==> config.mk <==
export PLATFORM = sky130hd
export DESIGN_NAME = ireg_bridge
export DESIGN_NICKNAME = d
export VERILOG_FILES = /design/src/rtl/ireg_bridge_pkg.sv /design/src/rtl/ireg_cmd_decode.sv /design/src/rtl/ireg_lane_align.sv /design/src/rtl/ireg_bus_seq.sv /design/src/rtl/ireg_bridge.sv
export SDC_FILE = /design/constraint.sdc
export NUM_CORES = 1
export LEC_CHECK = 0
export BUFFER_PORTS_ARGS = -buffer_cell sky130_fd_sc_hd__buf_4
export CAP_MARGIN = 20
export CORE_ASPECT_RATIO = 1.25
export CORE_MARGIN = 2
export CORE_UTILIZATION = 30
export CTS_BUF_LIST = sky130_fd_sc_hd__clkbuf_8 sky130_fd_sc_hd__clkbuf_16
export CTS_CLUSTER_SIZE = 16
export DETAILED_ROUTE_END_ITERATION = 12
export SKIP_CTS_REPAIR_TIMING = 1
export SLEW_MARGIN = 20
export SYNTH_ARGS = -nofsm -noshare
export SYNTH_HDL_FRONTEND = slang
export SYNTH_SLANG_ARGS = --single-unit
==> constraint.sdc <==
create_clock -name clk -period 2.35 [get_ports clk]
set_input_delay 0.47 -clock clk [delete_from_list [all_inputs] [get_ports clk]]
set_output_delay 0.47 -clock clk [all_outputs]
set_load 0.005 [all_outputs]
==> src/rtl/ireg_bridge_pkg.sv <==
// Shared constants and types for the indirect register bridge.
// Assumes a 64-bit host word described in big-endian bit numbering;
// every index below is converted to little-endian vector position.
package ireg_bridge_pkg;
    localparam int HOST_W = 64;
    localparam int BUS_AW = 32;
    localparam int BUS_DW = 32;
    localparam int SZ_W   = 3;

    localparam int CTL_KEY_MSB  = HOST_W - 1 - 0;
    localparam int CTL_KEY_LSB  = HOST_W - 1 - 3;
    localparam int CTL_SIZE_MSB = HOST_W - 1 - 4;
    localparam int CTL_SIZE_LSB = HOST_W - 1 - 7;
    localparam int CTL_RD_BIT   = HOST_W - 1 - 15;
    localparam int CTL_ADDR_MSB = HOST_W - 1 - 32;

    localparam int STS_RD_MSB   = HOST_W - 1 - 6;
    localparam int STS_RD_LSB   = HOST_W - 1 - 37;
    localparam int STS_BUSY     = HOST_W - 1 - 44;
    localparam int STS_BUSERR   = HOST_W - 1 - 45;
    localparam int STS_DONE     = HOST_W - 1 - 52;

    localparam logic [3:0] LAUNCH_KEY = 4'hD;

    localparam logic [1:0] OFF_CMD  = 2'd0;
    localparam logic [1:0] OFF_STAT = 2'd2;
    localparam logic [1:0] OFF_DATA = 2'd3;

    typedef struct packed {
        logic              legal;
        logic              rd;
        logic [SZ_W-1:0]   nbytes;
        logic [BUS_AW-1:0] addr;
    } cmd_t;
endpackage

==> src/rtl/ireg_cmd_decode.sv <==
// Splits a command word into its fields and judges whether it may launch.
// Assumes nothing about timing: purely combinational.
module ireg_cmd_decode
    import ireg_bridge_pkg::*;
(
    input  logic [HOST_W-1:0] cmd_word,
    output cmd_t              cmd
);
    logic [3:0] key_f;
    logic [3:0] size_f;

    // Field extraction and legality test
    always_comb begin
        key_f      = cmd_word[CTL_KEY_MSB:CTL_KEY_LSB];
        size_f     = cmd_word[CTL_SIZE_MSB:CTL_SIZE_LSB];
        cmd.rd     = cmd_word[CTL_RD_BIT];
        cmd.addr   = cmd_word[CTL_ADDR_MSB:0];
        cmd.nbytes = size_f[SZ_W-1:0];
        cmd.legal  = (key_f == LAUNCH_KEY) &&
                     (size_f == 4'd1 || size_f == 4'd2 || size_f == 4'd4);
    end
endmodule

==> src/rtl/ireg_lane_align.sv <==
// Moves data between left-justified host fields and right-justified bus lanes.
// Assumes sizes of 1, 2 or 4 bytes; the shift leaves unused bits zero.
module ireg_lane_align
    import ireg_bridge_pkg::*;
(
    input  logic [HOST_W-1:0] data_word,
    input  logic [SZ_W-1:0]   wr_nbytes,
    input  logic [BUS_DW-1:0] bus_rdata,
    input  logic [SZ_W-1:0]   rd_nbytes,
    output logic [BUS_DW-1:0] wr_lane,
    output logic [BUS_DW-1:0] rd_field
);
    localparam int BYTES = BUS_DW / 8;
    logic [5:0] wr_sh;
    logic [5:0] rd_sh;

    // Write: top bytes of the data word slide down to the bus LSBs
    always_comb begin
        wr_sh   = 6'(8 * (BYTES - int'(wr_nbytes)));
        wr_lane = data_word[HOST_W-1 -: BUS_DW] >> wr_sh;
    end

    // Read: low bus bytes slide up to the top of the status field
    always_comb begin
        rd_sh    = 6'(8 * (BYTES - int'(rd_nbytes)));
        rd_field = bus_rdata << rd_sh;
    end
endmodule

==> src/rtl/ireg_bus_seq.sv <==
// Single-outstanding request sequencer toward the internal bus.
// Assumes launch is only pulsed while idle; holds the request until ack
// and records done, error and read data at the acknowledge edge.
module ireg_bus_seq
    import ireg_bridge_pkg::*;
(
    input  logic              clk,
    input  logic              rst_n,
    input  logic              launch,
    input  cmd_t              cmd,
    input  logic [BUS_DW-1:0] wr_lane,
    input  logic [BUS_DW-1:0] rd_field_in,
    input  logic              bus_ack,
    input  logic              bus_err,
    output logic              bus_req,
    output logic              bus_we,
    output logic [BUS_AW-1:0] bus_addr,
    output logic [BUS_DW-1:0] bus_wdata,
    output logic [SZ_W-1:0]   bus_size,
    output logic              done,
    output logic              err,
    output logic [BUS_DW-1:0] rd_field
);
    // Request, completion and result capture
    always_ff @(posedge clk) begin
        if (!rst_n) begin
            bus_req   <= 1'b0;
            bus_we    <= 1'b0;
            bus_addr  <= '0;
            bus_wdata <= '0;
            bus_size  <= '0;
            done      <= 1'b0;
            err       <= 1'b0;
            rd_field  <= '0;
        end else if (launch) begin
            bus_req   <= 1'b1;
            bus_we    <= !cmd.rd;
            bus_addr  <= cmd.addr;
            bus_wdata <= cmd.rd ? '0 : wr_lane;
            bus_size  <= cmd.nbytes;
            done      <= 1'b0;
            err       <= 1'b0;
            rd_field  <= '0;
        end else if (bus_req && bus_ack) begin
            bus_req   <= 1'b0;
            done      <= 1'b1;
            err       <= bus_err;
            rd_field  <= bus_we ? '0 : rd_field_in;
        end
    end

    assert_req_hold_R5: assert property (@(posedge clk) disable iff (!rst_n)
        (bus_req && !bus_ack) |=> (bus_req && $stable(bus_addr) &&
                                   $stable(bus_we) && $stable(bus_wdata) && $stable(bus_size)));

    assert_done_after_ack_R6: assert property (@(posedge clk) disable iff (!rst_n)
        (bus_req && bus_ack) |=> (done && !bus_req));

    assert_busy_done_excl_R6: assert property (@(posedge clk) disable iff (!rst_n)
        !(bus_req && done));

    assert_launch_clears_R9: assert property (@(posedge clk) disable iff (!rst_n)
        launch |=> (bus_req && !done && !err && rd_field == '0));
endmodule

==> src/rtl/ireg_bridge.sv <==
// Indirect register bridge top: host register file, launch gate and status
// assembly around the bus sequencer. Assumes host reads are combinational on
// host_addr and that one access is in flight at most.
module ireg_bridge
    import ireg_bridge_pkg::*;
(
    input  logic              clk,
    input  logic              rst_n,
    input  logic              host_we,
    input  logic [1:0]        host_addr,
    input  logic [63:0]       host_wdata,
    output logic [63:0]       host_rdata,
    output logic              bus_req,
    output logic              bus_we,
    output logic [31:0]       bus_addr,
    output logic [31:0]       bus_wdata,
    output logic [2:0]        bus_size,
    input  logic              bus_ack,
    input  logic              bus_err,
    input  logic [31:0]       bus_rdata
);
    cmd_t              cmd;
    logic [HOST_W-1:0] cmd_q;
    logic [HOST_W-1:0] data_q;
    logic [HOST_W-1:0] status;
    logic [BUS_DW-1:0] wr_lane;
    logic [BUS_DW-1:0] rd_align;
    logic [BUS_DW-1:0] rd_field;
    logic              done;
    logic              err;
    logic              cmd_wr;
    logic              launch;

    ireg_cmd_decode u_dec (
        .cmd_word (host_wdata),
        .cmd      (cmd)
    );

    ireg_lane_align u_align (
        .data_word (data_q),
        .wr_nbytes (cmd.nbytes),
        .bus_rdata (bus_rdata),
        .rd_nbytes (bus_size),
        .wr_lane   (wr_lane),
        .rd_field  (rd_align)
    );

    // Launch gate: keyed, legal size, idle
    always_comb begin
        cmd_wr = host_we && (host_addr == OFF_CMD);
        launch = cmd_wr && cmd.legal && !bus_req;
    end

    ireg_bus_seq u_seq (
        .clk         (clk),
        .rst_n       (rst_n),
        .launch      (launch),
        .cmd         (cmd),
        .wr_lane     (wr_lane),
        .rd_field_in (rd_align),
        .bus_ack     (bus_ack),
        .bus_err     (bus_err),
        .bus_req     (bus_req),
        .bus_we      (bus_we),
        .bus_addr    (bus_addr),
        .bus_wdata   (bus_wdata),
        .bus_size    (bus_size),
        .done        (done),
        .err         (err),
        .rd_field    (rd_field)
    );

    // Host-writable registers: accepted command and data word
    always_ff @(posedge clk) begin
        if (!rst_n) begin
            cmd_q  <= '0;
            data_q <= '0;
        end else begin
            if (launch)
                cmd_q <= host_wdata;
            if (host_we && host_addr == OFF_DATA)
                data_q <= host_wdata;
        end
    end

    // Status word assembly
    always_comb begin
        status                        = '0;
        status[STS_BUSY]              = bus_req;
        status[STS_DONE]              = done;
        status[STS_BUSERR]            = err;
        status[STS_RD_MSB:STS_RD_LSB] = rd_field;
    end

    // Host read mux
    always_comb begin
        unique case (host_addr)
            OFF_CMD:  host_rdata = cmd_q;
            OFF_STAT: host_rdata = status;
            OFF_DATA: host_rdata = data_q;
            default:  host_rdata = '0;
        endcase
    end

    assert_busy_ignore_R10: assert property (@(posedge clk) disable iff (!rst_n)
        (cmd_wr && bus_req) |=> ($stable(bus_addr) && $stable(bus_we) && $stable(cmd_q)));

    assert_no_key_R2: assert property (@(posedge clk) disable iff (!rst_n)
        (cmd_wr && !bus_req && host_wdata[CTL_KEY_MSB:CTL_KEY_LSB] != LAUNCH_KEY)
            |=> (!bus_req && $stable(status)));
endmodule

==> impl_metrics.json <==
{
  "synthTopCellsByArea": "dfxtp_1 (43%), a22o_1 (6.9%), a21oi_1 (6.9%), nand2_1 (6.4%), mux2_2 (5.3%)",
  "setup_viol": 0,
  "muxShareOfSynthArea_pct": 10.84,
  "track_usage_pct": 20.17,
  "synthFlopType": "dfxtp_1",
  "ys_seq_area_share_pct": 43.18,
  "io_pins": 236,
  "hold_viol_final": 0,
  "synthArstFlopShare_pct": 0,
  "synth-simple-area-share_pct": 12.96,
  "grt-ovfl-total": 0,
  "grt_max_degree": 80,
  "crit_type": "in2out",
  "ys.warnings.count": 0,
  "worstMarginPinSlew_ns": 0.8732,
  "hp-class": "in2reg",
  "synth_commonest_cells": "dfxtp_1 (196), nand2_1 (156), a21oi_1 (125), a22o_1 (72), clkbuf_1 (62)",
  "start_util_pct": 30.35,
  "cts_max_path_buffers": 2,
  "place.gp.congestion": 0.8470,
  "critPathRequiredTime_ns": 1.88,
  "p_per_area_nw_per_um2": 607.5,
  "avgRoutedWirePerCell_um": 20.23,
  "p_leak_nw": 4.609,
  "finalPower_mw": 7.137,
  "synth.ff_latch_count": 196,
  "synth_top_area_share_pct": 43.18,
  "yosys.area_share.adder_pct": 0.5508,
  "insertion_delay_ns": 0.45,
  "die_x_um": 159.7,
  "yosys.area_share.xor_xnor_pct": 0.09639,
  "grt_first_pass_wirelength_um": 49110,
  "first_pass_iters": 5,
  "skew_ns": 0.01523,
  "ant_nets": 0,
  "period_share_pct": 91.56,
  "syn-instance-count": 1045,
  "max_freq_mhz": 464.7,
  "synth_compound_area_share_pct": 24.13,
  "rsz0062_at_grt": "false",
  "worst_r2r_path_depth": 6,
  "whs_path_depth": 3,
  "setup-tns-final_ns": 0,
  "slew_headroom_pct": 41.79,
  "dpl_worst_slack_ns": 0.1370,
  "routed_via_density": 5.240,
  "holdWs_ns": 0.2622,
  "path_max_fanout": 15,
  "hpwl_um": 22920,
  "crit_arrival_ns": 1.68,
  "syn_area_per_cell_sq_um": 8.695,
  "route.detailed.drc": 0,
  "slew_viol_final": 0,
  "yosysTopAreaCell": "dfxtp_1",
  "root_buffer": "clkbuf_16",
  "die_h_um": 198.6,
  "num_rows": 71,
  "start_kind": "input pin",
  "worst_setup_path_end_kind": "output pin",
  "status": "finished, final reports clean",
  "cts_buffers": 17,
  "core_sq_um": 29940,
  "finalWorstSetupSlack_ns": 0.1983,
  "synth.most_common_cell": "dfxtp_1",
  "vdd_ir_drop_max_v": 0.0004577,
  "clock_sinks": 196,
  "synth_top_family_by_area": "compound AO/OA/AOI/OAI gates",
  "first_iter_violations": 558,
  "cts_tree": "built",
  "io_buffers": 235,
  "synth-edff-count": 0,
  "syn_area_sq_um": 9086,
  "vias": 8473,
  "syn2layout_area_growth_pct": 29.30,
  "drive_above_1_share_pct": 30.37,
  "period_needed_ns": 2.152,
  "final_util_pct": 39.24,
  "synth_fp_nets": 1152,
  "cts.htree.levels": 4,
  "max_cap_viol_count": 0,
  "nets": 1309,
  "finalWirelength_um": 32710,
  "grt_antenna_before_repair": 2,
  "path_clk_slew_ns": 0.09,
  "dieArea_sq_um": 31700,
  "grt_pass1_vias": 8076,
  "synthDistinctLibCells": 43
}
==> kinds of logic (layout without fill, tap and decap cells) <==
kind of cell,count (synthesis),count (layout)
other,0,1
AOI/OAI and AO/OA,336,336
and+or+nand+nor,271,271
muxes,83,83
DFF,196,196
buffers and inverters,154,324
xor gates and xnor gates,1,1
adders and majority gates,4,4
==> report_power, final <==
part	total, mW	leakage [nW]	internal (mW)	switching [mW]
Combinational	0.671	2.72	0.283	0.388
Sequential	3.40	1.58	3.36	0.0409
Clock	3.07	0.304	1.57	1.50
Total	7.14	4.61	5.21	1.93
==> registers in the layout, summed over array words and instances, names as in the netlist <==
name,cells
u_seq.bus_we,1
u_seq.bus_req,1
u_seq.rd_field,32
cmd_q,64
u_seq.done,1
u_seq.bus_wdata,32
data_q,64
u_seq.err,1
==> cells in the final DEF (no fill, tap or decap), types with 4 or more instances in the layout <==
cell type    n
o21a_1       4
a22o_1      72
o21ai_0     55
o32ai_1      8
dfxtp_1    196
inv_8        5
ha_1         4
inv_6        5
nand2_1    155
a32o_1       8
a21oi_1    125
o2bb2ai_1   16
inv_1       20
a22oi_1     32
mux4_2       8
nor2_1      33
buf_4      259
clkbuf_16   17
o22ai_1      4
mux2_2      43
buf_12      11
o21ai_1      8
nand3_1     60
mux2i_1     32
==> cell type report <==
type / count / area [sq um]
clock buffer: 18 / 439.2
clock inverter: 14 / 178.9
antenna: 1 / 2.502
tap: 401 / 501.7
inverter: 22 / 85.08
timing repair buffer: 270 / 2165
fill: 2975 / 18190
multi-input combinational: 695 / 4453
sequential: 196 / 3924
==> stage by stage <==
stage          cells  instance area [sq um]
6_report        1617                  11750
5_1_grt         1617                  11750
4_1_cts         1616                  11750
3_5_place_dp    1584                  11130
3_3_place_gp    1584                  11130
2_1_floorplan   1045                   9106
==> worst max-delay path, stage by stage <==
cell,delay (ns)
buf_4,0.27
buf_12,0.20
mux2_2,0.34
a22o_1,0.23
buf_4,0.15
==> path summary, 6_finish.rpt <==
check	end	slack (ns)	start
worst max-delay path	host_rdata[57]	0.20	host_addr[0]
worst min-delay path	data_q[35]$_SDFFE_PN0P_	0.26	host_wdata[35]
worst max register to register	u_seq.rd_field[9]$_SDFFE_PP0P_	0.47	cmd_q[56]$_SDFFE_PN0P_
worst min register to register	data_q[11]$_SDFFE_PN0P_	0.45	data_q[11]$_SDFFE_PN0P_
==> routing by layer <==
metal  global-route usage [%]  part of all wire, %  vias up
met4                    8.923                  3.7        2
met5                        0                0.049        -
met2                    32.96                   48      308
met3                    4.441                  6.2       59
met1                    25.57                   42     4084
li1                         -                    -     4020
No activity file was read; power rests on OpenSTA's default activity.
